### src/rtl/bto_pkg.sv
package bto_pkg;
  typedef enum logic [1:0] {
    ST_IDLE  = 2'd0,
    ST_WAIT  = 2'd1,
    ST_GRANT = 2'd2,
    ST_REL   = 2'd3
  } bto_state_e;
endpackage

### src/rtl/bto_phase_edges.sv
module bto_phase_edges (
  input  logic clk_i,
  input  logic rst_ni,
  input  logic e_i,
  input  logic q_i,
  output logic e_fall_o,
  output logic q_rise_o
);
  logic e_q, q_q;

  always_ff @(posedge clk_i or negedge rst_ni) begin
    if (!rst_ni) begin
      e_q <= 1'b0;
      q_q <= 1'b0;
    end else begin
      e_q <= e_i;
      q_q <= q_i;
    end
  end

  assign e_fall_o = e_q & ~e_i;
  assign q_rise_o = ~q_q & q_i;
endmodule

### src/rtl/bto_arm_seq.sv
module bto_arm_seq #(
  parameter int          ADDR_W    = 16,
  parameter int          DATA_W    = 8,
  parameter logic [15:0] TRIG_ADDR = 16'hFF61,
  parameter logic [7:0]  NOP_OP    = 8'h12
) (
  input  logic              clk_i,
  input  logic              rst_ni,
  input  logic              idle_i,
  input  logic              e_fall_i,
  input  logic [ADDR_W-1:0] addr_i,
  input  logic [DATA_W-1:0] data_i,
  input  logic              rw_i,
  output logic              start_o
);
  localparam logic [ADDR_W-1:0] TRIG = ADDR_W'(TRIG_ADDR);
  localparam logic [DATA_W-1:0] NOP  = DATA_W'(NOP_OP);

  logic armed_q;
  logic decide;

  // first read after arming is the opcode fetch
  assign decide  = armed_q & e_fall_i & rw_i;
  assign start_o = idle_i & decide & (data_i == NOP);

  always_ff @(posedge clk_i or negedge rst_ni) begin
    if (!rst_ni)                                  armed_q <= 1'b0;
    else if (!idle_i)                             armed_q <= 1'b0;
    else if (decide)                              armed_q <= 1'b0;
    else if (e_fall_i && addr_i == TRIG)          armed_q <= 1'b1;
  end

  AST_NO_ARM_WHILE_BUSY: assert property (@(posedge clk_i) disable iff (!rst_ni)
    !idle_i |=> !armed_q);
endmodule

### src/rtl/bto_release_gate.sv
module bto_release_gate #(
  parameter bit USE_STATUS = 1'b1,
  parameter int HOLDOFF    = 3
) (
  input  logic clk_i,
  input  logic rst_ni,
  input  logic waiting_i,
  input  logic e_fall_i,
  input  logic ba_i,
  input  logic bs_i,
  output logic ready_o
);
  localparam int CNT_W = (HOLDOFF < 2) ? 1 : $clog2(HOLDOFF);

  generate
    if (USE_STATUS) begin : g_status
      assign ready_o = waiting_i & ba_i & bs_i;
    end else begin : g_holdoff
      logic [CNT_W-1:0] cnt_q;

      assign ready_o = waiting_i & e_fall_i & (cnt_q == CNT_W'(HOLDOFF - 1));

      always_ff @(posedge clk_i or negedge rst_ni) begin
        if (!rst_ni)          cnt_q <= '0;
        else if (!waiting_i)  cnt_q <= '0;
        else if (e_fall_i && !ready_o) cnt_q <= cnt_q + 1'b1;
      end

      AST_HOLDOFF_RANGE: assert property (@(posedge clk_i) disable iff (!rst_ni)
        32'(cnt_q) < HOLDOFF);
    end
  endgenerate
endmodule

### src/rtl/bus_takeover_ctrl.sv
module bus_takeover_ctrl
  import bto_pkg::*;
#(
  parameter int          ADDR_W     = 16,
  parameter int          DATA_W     = 8,
  parameter logic [15:0] TRIG_ADDR  = 16'hFF61,
  parameter logic [7:0]  NOP_OP     = 8'h12,
  parameter bit          USE_STATUS = 1'b1,
  parameter int          HOLDOFF    = 3
) (
  input  logic              clk_i,
  input  logic              rst_ni,
  input  logic [ADDR_W-1:0] addr_i,
  input  logic [DATA_W-1:0] data_i,
  input  logic              rw_i,
  input  logic              e_i,
  input  logic              q_i,
  input  logic              ba_i,
  input  logic              bs_i,
  input  logic              done_i,
  output logic              halt_no,
  output logic              grant_o,
  output logic              busy_o
);
  bto_state_e state_q, state_d;
  logic e_fall, q_rise, start, ready;

  bto_phase_edges u_edges (
    .clk_i   (clk_i),
    .rst_ni  (rst_ni),
    .e_i     (e_i),
    .q_i     (q_i),
    .e_fall_o(e_fall),
    .q_rise_o(q_rise)
  );

  bto_arm_seq #(
    .ADDR_W   (ADDR_W),
    .DATA_W   (DATA_W),
    .TRIG_ADDR(TRIG_ADDR),
    .NOP_OP   (NOP_OP)
  ) u_arm (
    .clk_i   (clk_i),
    .rst_ni  (rst_ni),
    .idle_i  (state_q == ST_IDLE),
    .e_fall_i(e_fall),
    .addr_i  (addr_i),
    .data_i  (data_i),
    .rw_i    (rw_i),
    .start_o (start)
  );

  bto_release_gate #(
    .USE_STATUS(USE_STATUS),
    .HOLDOFF   (HOLDOFF)
  ) u_gate (
    .clk_i    (clk_i),
    .rst_ni   (rst_ni),
    .waiting_i(state_q == ST_WAIT),
    .e_fall_i (e_fall),
    .ba_i     (ba_i),
    .bs_i     (bs_i),
    .ready_o  (ready)
  );

  always_comb begin
    state_d = state_q;
    unique case (state_q)
      ST_IDLE:  if (start)  state_d = ST_WAIT;
      ST_WAIT:  if (ready)  state_d = ST_GRANT;
      ST_GRANT: if (done_i) state_d = ST_REL;
      ST_REL:   if (q_rise) state_d = ST_IDLE;
      default:              state_d = ST_IDLE;
    endcase
  end

  always_ff @(posedge clk_i or negedge rst_ni) begin
    if (!rst_ni) state_q <= ST_IDLE;
    else         state_q <= state_d;
  end

  assign halt_no = (state_q == ST_IDLE);
  assign busy_o  = (state_q != ST_IDLE);
  assign grant_o = (state_q == ST_GRANT) || (state_q == ST_REL);

  AST_HALT_AFTER_NOP: assert property (@(posedge clk_i) disable iff (!rst_ni)
    $fell(halt_no) |-> $past(rw_i && data_i == DATA_W'(NOP_OP)));
  AST_GRANT_UNDER_HALT: assert property (@(posedge clk_i) disable iff (!rst_ni)
    grant_o |-> !halt_no);
  AST_RELEASE_ON_Q: assert property (@(posedge clk_i) disable iff (!rst_ni)
    $rose(halt_no) |-> $past(q_i) && !$past(q_i, 2));
  AST_GRANT_DROPS_WITH_HALT: assert property (@(posedge clk_i) disable iff (!rst_ni)
    $fell(grant_o) |-> $rose(halt_no));
  AST_GRANT_NEEDS_DONE: assert property (@(posedge clk_i) disable iff (!rst_ni)
    $rose(halt_no) |-> $past(grant_o));

  generate
    if (USE_STATUS) begin : g_chk_status
      AST_GRANT_ON_STATUS: assert property (@(posedge clk_i) disable iff (!rst_ni)
        $rose(grant_o) |-> $past(ba_i && bs_i));
    end
  endgenerate
endmodule

### config.mk
export PLATFORM = sky130hd
export DESIGN_NAME = bus_takeover_ctrl
export DESIGN_NICKNAME = d
export VERILOG_FILES = /design/src/rtl/bto_pkg.sv /design/src/rtl/bto_phase_edges.sv /design/src/rtl/bto_arm_seq.sv /design/src/rtl/bto_release_gate.sv /design/src/rtl/bus_takeover_ctrl.sv
export SDC_FILE = /design/constraint.sdc
export NUM_CORES = 1
export LEC_CHECK = 0
export ABC_AREA = 1
export CORE_AREA = 3 3 40 42
export CTS_BUF_LIST = sky130_fd_sc_hd__clkbuf_16
export CTS_CLUSTER_DIAMETER = 100
export CTS_CLUSTER_SIZE = 10
export DETAILED_ROUTE_END_ITERATION = 8
export DIE_AREA = 0 0 43 45
export DONT_BUFFER_PORTS = 1
export PLACE_DENSITY = 0.54
export SYNTH_ARGS = -nofsm -noshare
export SYNTH_HDL_FRONTEND = slang
export SYNTH_SLANG_ARGS = --single-unit
### constraint.sdc
create_clock -name clk_i -period 3.3 [get_ports clk_i]
set_input_delay 0.495 -clock clk_i [delete_from_list [all_inputs] [get_ports clk_i]]
set_output_delay 0.495 -clock clk_i [all_outputs]
set_load 0.05 [all_outputs]
==> results_dict.tcl, run 1 <==
set metrics [dict create \
    dp_cells 83 \
    worstSetupPathDepth 3 \
    grt_max_degree 6 \
    critPathKind "flop to output pin" \
    setup_viol 0 \
    fp.dieH_um 45 \
    start_util_pct 35.2 \
    dr.pass1.iters 2 \
    crit_arrival_ps 1700 \
    crit_chain "inv_1 -> ha_1 -> inv_1" \
    power_frac_clock_pct 36.1 \
    cts_buffer_depth 2 \
    power_switching_uw 238 \
    synth_fp_nets 105 \
    critPathLaunchType "flop" \
    fp.coreArea_mm2 0.00128 \
    synth_warnings 0 \
    layout_common_cells "nand2_1, inv_1, nor2_1" \
    cts_buffers 3 \
    grt_setup_unrepaired "no" \
    post-route-period-util_pct 66.5 \
    final_common_cell "nand2_1" \
    cp_common_cell "inv_1" \
    root_buffer "clkbuf_16" \
    crit_path_top_delay_cell "ha_1" \
    worst-slew-pin-transition_ps 611 \
    critPathBufInv 2 \
    drt_iter0_markers 5 \
    cp.required_ps 2800 \
    syn_to_final_growth_pct 23.8 \
    avgRoutedWirePerCell_um 10.2 \
    drcViolationCount 0 \
    r2r_cells 6 \
    instances_no_fill 88 \
    boundaryPins 35 \
    cp-end-kind "output pin" \
    finalHoldViolations 0 \
    ant_nets 0 \
    hp-class "input pin to flop" \
    finalWirelength_um 896 \
    syn_avg_cell_area_um2 6.66 \
    antenna_cells 0 \
    fin_crit_ps 2190 \
    num_rows 13 \
    power.density_mw_per_mm2 978 \
    critPathTopFamily "adder cells" \
    slew_viol_final 0 \
    antenna_found_initial 0 \
    slowest_delay_ps 560 \
    gp_congestion 0.689 \
    combinationalPowerShare_pct 47.3 \
    drv_cap 0 \
    netlist_instances 68 \
    status "finished, final reports clean" \
    vias_per_cell 4.45 \
    tns_ps 0 \
    p_int_uw 310 \
    grt_pass1_wl_mm 1.41 \
    path_clk_slew_ps 40 \
    skew_ps 2.80 \
    portBuffers 0 \
    fin_nets 111 \
    syn_area_um2 453 \
    post-cts-setup-buffers 0 \
    slew_headroom_pct 59.2 \
    grt_pass1_vias 348 \
    seqPwrFrac_pct 16.6 \
    synth.ff_latch_count 5 \
    dieWidth_um 43 \
    dp.final_hpwl_um 767 \
    switching_share_pct 43.3 \
    overflow 0 \
    crit_fanout 5 \
    die_area_mm2 0.00194 \
    insertion_delay_ps 230 \
    groute.usage.overall_pct 10.5 \
    htree_levels 1 \
    ir_drop_mv 0.324 \
    vias 392 \
    synth.distinct_cells 15 \
    clkSinkCount 5 \
    yosysSeqAreaShare_pct 27.6 \
    hold_depth 0 \
    cts_tree "built" \
    drive_gt1_share_pct 16.4 \
    leakagePower_nw 0.308 \
    postLayoutCoreUtil_pct 43.6 \
    clock.fmax_mhz 456 \
]
-- Yosys cell counts --
library cell / number / area, um2
nand4_1: 1 / 6.26
nor2_2: 2 / 12.5
dfrtp_1: 5 / 125
o21ai_1: 1 / 5.00
nand3_2: 1 / 10.0
a21oi_1: 1 / 5.00
nand2_2: 2 / 12.5
inv_1: 16 / 60.1
or2_2: 2 / 12.5
nor2_4: 1 / 11.3
nor2_1: 7 / 26.3
nand2_1: 18 / 67.6
ha_1: 5 / 62.6
nand3_1: 5 / 25.0
a21boi_2: 1 / 11.3
-- stage by stage --
| stage | hold WS (ps) | total power [mW] | cell area [um2] | setup WS [ps] |
|---|---|---|---|---|
| floorplan | 199 | 0.321 | 453 | 1420 |
| global placement | 200 | 0.352 | 472 | 1340 |
| detailed placement | 200 | 0.353 | 472 | 1330 |
| CTS | 293 | 0.557 | 561 | 1080 |
| global route | 290 | 0.589 | 561 | 973 |
| finish | 297 | 0.548 | 561 | 1110 |
-- final timing paths --
| kind | from | end | slack (ps) |
|---|---|---|---|
| setup / recovery | state_q[1] | busy_o | 1110 |
| hold / removal | q_i | u_edges.q_q | 300 |
| setup reg to reg | state_q[1] | state_q[0] | 1720 |
| hold reg to reg | u_arm.armed_q | u_arm.armed_q | 520 |
| max in group asynchronous | rst_ni | u_edges.e_q | 2540 |
| min in group asynchronous | rst_ni | state_q[1] | 560 |
-- metal layers --
layer	wire length, um	vias up	track usage (%)	part of all wire (%)
met2	427	16	15.6	48
met4	10	0	7.23	1.1
met5	0	-	0	0
li1	-	210	-	-
met3	76	2	6.77	8.5
met1	381	164	10.9	43
-- area by class of cell --
cell class                      count  area (um2)
Fill cell                         131         724
Inverter                           16        60.1
Tap cell                           15        18.8
Multi-Input combinational cell     47         268
Clock buffer                        3        75.1
Timing Repair Buffer                1        10.0
Clock inverter                      1        3.75
Sequential cell                     5         125
-- what timing repair did --
| action | in CTS | in global routing |
|---|---|---|
| hold buffers | 1 | 0 |
| gates resized for setup | 0 | 0 |
| hold endpoints to repair | 5 | 0 |
| setup endpoints to repair | 0 | 0 |
-- sequential cells by signal (all words and copies together) (netlist names) --
signal	flops
u_arm.armed_q	1
u_edges.q_q	1
u_edges.e_q	1
state_q	2
-- power groups by stage --
stage	clock, mW	combinational [mW]	sequential, mW
finish	0.198	0.259	0.0907
global route	0.206	0.289	0.0939
CTS	0.201	0.265	0.0911
detailed placement	0	0.262	0.0915
global placement	0	0.261	0.0906
floorplan	0	0.232	0.0890
-- cells by family after synthesis --
kind of cell | after synthesis | synth area share [%]
AOI/OAI and AO/OA | 3 | 4.69
and+or+nand+nor | 39 | 40.6
buffers and inverters | 16 | 13.3
adders and majority gates | 5 | 13.8
DFF | 5 | 27.6
(Power assumes the default switching activity.)
==> run 2: changes to the inputs <==
Clock period 3.3 ns to 2.2 ns, I/O delays scaled along.
==> results_dict.tcl, run 2 (synthesis gave the netlist of run 1 again) <==
set metrics [dict create \
    cp.required_ps 1870 \
    status "finished, final reports clean" \
    tns_ps 0 \
    fill_cells 137 \
    insertion_delay_ps 220 \
    fp.coreArea_mm2 0.00128 \
    finalWirelength_um 935 \
    gp_congestion 0.684 \
    clkSinkCount 5 \
    fp.dieH_um 45 \
    cts_resized 0 \
    hp-class "input pin to flop" \
    layout_common_cells "nand2_1, inv_1, nor2_1" \
    fin_crit_ps 1650 \
    dieWidth_um 43 \
    final_area_um2 568 \
    instances_no_fill 89 \
    leakagePower_nw 0.313 \
    critPathKind "flop to output pin" \
    final_common_cell "nand2_1" \
    dr.pass1.iters 2 \
    path_clk_slew_ps 30 \
    dp.final_hpwl_um 806 \
    worst-slew-pin-transition_ps 416 \
    antenna_found_initial 0 \
    htree_levels 1 \
    post-route-period-util_pct 74.9 \
    cts_tree "built" \
    drt_iter0_markers 2 \
    portBuffers 0 \
    crit_fanout 4 \
    syn_to_final_growth_pct 25.4 \
    dp_cells 84 \
    skew_ps 0.512 \
    ir_drop_mv 0.527 \
    largest_reg_flops 2 \
    avgRoutedWirePerCell_um 10.5 \
    drcViolationCount 0 \
    boundaryPins 35 \
    post_dp_cell_area_um2 479 \
    drv_cap 0 \
    cts_buffer_depth 2 \
    die_area_mm2 0.00194 \
    clock.fmax_mhz 607 \
    start_util_pct 35.2 \
    vias_per_cell 4.48 \
    groute.usage.overall_pct 10.4 \
    postLayoutCoreUtil_pct 44.2 \
    grt_max_degree 6 \
    finalHoldViolations 0 \
    cp-end-kind "output pin" \
    critPathLaunchType "flop" \
    grt_pass1_vias 372 \
    vias 399 \
    final-seq-area_um2 125 \
    ant_nets 0 \
    num_rows 13 \
    regMostFlops "state_q" \
    grt_setup_unrepaired "no" \
    slew_headroom_pct 72.2 \
    overflow 0 \
    multiInputGateArea_um2 268 \
    fin_nets 112 \
    antenna_cells 0 \
    root_buffer "clkbuf_16" \
    drive_gt1_share_pct 17.6 \
    setup_viol 0 \
    crit_arrival_ps 1320 \
    grt_pass1_wl_mm 1.44 \
    slew_viol_final 0 \
    cts_buffers 3 \
    post-cts-setup-buffers 0 \
    power.density_mw_per_mm2 1470 \
]
-- run 2: cell count changes in the layout (fill, tap and decap cells not counted) --
cell | previous run | this run
buf_4 | 0 | 1
-- run 2: per-layer routing --
layer / global-route usage (%) / part of all wire, %
met5: 0 / 0
met4: 1.81 / 0
met3: 5.58 / 8.1
met2: 19.2 / 53
met1: 10.4 / 39
-- run 2: worst max-delay path: stages (launching register included) --
cell and delay [ps]:
dfrtp_1 380, inv_1 90, ha_1 210, or2_2 410
-- run 2: area by class of cell --
class | instances | area share [%]
Clock inverter | 1 | 0.661
Multi-Input combinational cell | 47 | 47.1
Timing Repair Buffer | 2 | 3.08
Tap cell | 15 | 3.30
Sequential cell | 5 | 22.0
Clock buffer | 3 | 13.2
Inverter | 16 | 10.6
-- run 2: final timing paths --
check / slack, ps / from / end / cells after the start
min in group asynchronous: 410 / rst_ni / u_arm.armed_q / 1
max in group asynchronous: 1580 / rst_ni / state_q[0] / 1
setup / recovery: 550 / state_q[0] / grant_o / 3
hold / removal: 130 / q_i / u_edges.q_q / 0
hold reg to reg: 520 / u_arm.armed_q / u_arm.armed_q / 2
setup reg to reg: 910 / state_q[1] / state_q[1] / 7
-- run 2: power breakdown --
group	total (mW)	internal, mW	switching [mW]	leakage, nW
clock	0.294	0.235	0.0582	0.0423
combinational	0.407	0.127	0.280	0.209
sequential	0.136	0.116	0.0201	0.0610
total	0.836	0.478	0.358	0.313
-- run 2: per-stage QoR --
step                      power, mW  setup WS (ps)  hold slack [ps]
after CTS                     0.852            539              131
after floorplan               0.482            487             34.4
after detailed placement      0.549            784             34.6
after global routing          0.905            452              128
after global placement        0.545            795             34.5
final                         0.836            552              133
-- run 2: repair_timing --
item                                    4_1_cts  5_1_grt
endpoints found under the setup margin        0        0
hold buffers                                  1        0
hold endpoints to repair                      5        0
==> run 3: changes to the inputs <==
Settings changed: PLACE_DENSITY 0.54 to 0.56.
Clock period 2.2 ns to 1.35 ns, I/O delays scaled along.
==> results_dict.tcl, run 3 (synthesis gave the netlist of run 1 again) <==
set metrics [dict create \
    status "finished with violations" \
    violations "setup timing" \
    groute.usage.overall_pct 9.96 \
    antenna_found_initial 0 \
    cts_buffer_depth 2 \
    vias 404 \
    dp.final_hpwl_um 769 \
    layout_common_cells "nand2_1, inv_1, nor2_1" \
    p_total_mw 1.53 \
    fill_cells 132 \
    leakagePower_nw 0.328 \
    crit_fanout 3 \
    power.density_mw_per_mm2 2440 \
    insertion_delay_ps 220 \
    cp.required_ps 1150 \
    grt_pass1_wl_mm 1.44 \
    grt_pass1_vias 405 \
    num_rows 13 \
    hold_start "e_i" \
    post-route-period-util_pct 103 \
    dieWidth_um 43 \
    cp-end-kind "output pin" \
    critPathKind "flop to output pin" \
    r2r_cells 6 \
    path_clk_slew_ps 30 \
    cts_tree "built" \
    drcViolationCount 0 \
    instances_no_fill 93 \
    seqPwrFrac_pct 14.8 \
    hp-class "input pin to flop" \
    switching_share_pct 40.8 \
    grt_max_degree 6 \
    root_buffer "clkbuf_16" \
    drive_gt1_share_pct 29.5 \
    worst-slew-pin-transition_ps 249 \
    setup_viol 2 \
    grt_setup_unrepaired "yes" \
    power_switching_uw 625 \
    drv_cap 0 \
    crit_arrival_ps 1180 \
    portBuffers 0 \
    fp.dieH_um 45 \
    rrSetupSlack_ps 50 \
    drt_iter0_markers 2 \
    regMostFlops "state_q" \
    antenna_cells 0 \
    crit_chain "inv_2 -> buf_6 -> ha_4 -> clkinvlp_4" \
    largest_reg_flops 2 \
    power_frac_clock_pct 30.9 \
    die_area_mm2 0.00194 \
    dr.pass1.iters 2 \
    critPathBufInv 3 \
    fin_crit_ps 1390 \
    final-seq-area_um2 125 \
    reg2reg_from "state_q[0]" \
    combinationalPowerShare_pct 54.4 \
    skew_ps 1.08 \
    ir_drop_mv 1.12 \
    htree_levels 1 \
    clkSinkCount 5 \
    boundaryPins 35 \
    multiInputGateArea_um2 289 \
    rr_endpoint "state_q[0]" \
    syn_to_final_growth_pct 38.4 \
    vias_per_cell 4.34 \
    slew_headroom_pct 83.4 \
    finalWirelength_um 912 \
    cts_buffers 3 \
    critPathLaunchType "flop" \
    fp.coreArea_mm2 0.00128 \
    slew_viol_final 0 \
    slowest_delay_ps 400 \
    finalHoldViolations 0 \
    ant_nets 0 \
    gp_congestion 0.683 \
    setup_ws_ps -37.1 \
    hold_depth 0 \
    fin_nets 116 \
    critPathTopFamily "buffers and inverters" \
    final_common_cell "nand2_1" \
    crit_path_top_delay_cell "dfrtp_1" \
    clock.fmax_mhz 721 \
    whs_endpoint "u_edges.e_q" \
    p_int_uw 907 \
    dp_cells 85 \
    start_util_pct 35.2 \
    avgRoutedWirePerCell_um 9.81 \
    overflow 0 \
]
[run 3: repair_timing]
action	CTS	global route
endpoints found under the setup margin	3	5
hold endpoints to repair	5	0
buffers inserted	3	0
pin swaps	2	3
hold buffers	1	0
gates resized for setup	5	1
[run 3: worst max-delay path by stage]
stage | from | to | slack (ps) | cells after the start
2_1_floorplan | state_q[0] | busy_o | 70 | 3
3_3_place_gp | state_q[0] | grant_o | 40 | 3
3_5_place_dp | state_q[0] | grant_o | 40 | 3
4_1_cts | state_q[0] | busy_o | -40 | 4
5_1_grt | state_q[0] | busy_o | -90 | 4
6_report | state_q[0] | busy_o | -40 | 4
[run 3: metal layers]
metal | up-vias | share of wire [%] | GRT usage [%]
met5 | - | 0 | 0
met4 | 0 | 0 | 7.23
met3 | 0 | 7.6 | 1.20
met2 | 16 | 55 | 19.5
met1 | 168 | 37 | 9.54
li1 | 220 | - | -
[run 3: worst reg2reg max path, stage by stage, from the launching register on]
cell	delay, ps
dfrtp_1	380
inv_2	70
buf_4	130
ha_1	180
or2_2	290
nand3_1	90
nand2_1	60
[run 3: metrics by stage]
stage	TNS (ps)	instance area, um2	setup slack, ps	hold WS [ps]	util (%)
2_1_floorplan	0	469	66.6	-93.1	-
3_3_place_gp	0	503	35.2	-93.0	39.1
3_5_place_dp	0	503	44.5	-93.0	39.1
4_1_cts	-85.3	623	-42.8	1.88	48.5
5_1_grt	-233	627	-88.0	1.77	48.8
6_report	-63.7	627	-37.1	5.77	48.8
[run 3: final cells by class]
class	instances	share of cell area [%]
Tap cell	15	2.99
Sequential cell	5	20.0
Clock inverter	1	0.599
Inverter	16	10.2
Clock buffer	3	12.0
Timing Repair Buffer	6	8.18
Multi-Input combinational cell	47	46.1
[run 3: power by group through the flow]
| stage | clock, mW | sequential, mW | combinational [mW] |
|---|---|---|---|
| after floorplan | 0 | 0.218 | 0.625 |
| after global placement | 0 | 0.225 | 0.724 |
| after detailed placement | 0 | 0.226 | 0.732 |
| after CTS | 0.485 | 0.226 | 0.841 |
| after global routing | 0.491 | 0.231 | 0.913 |
| final | 0.473 | 0.226 | 0.833 |
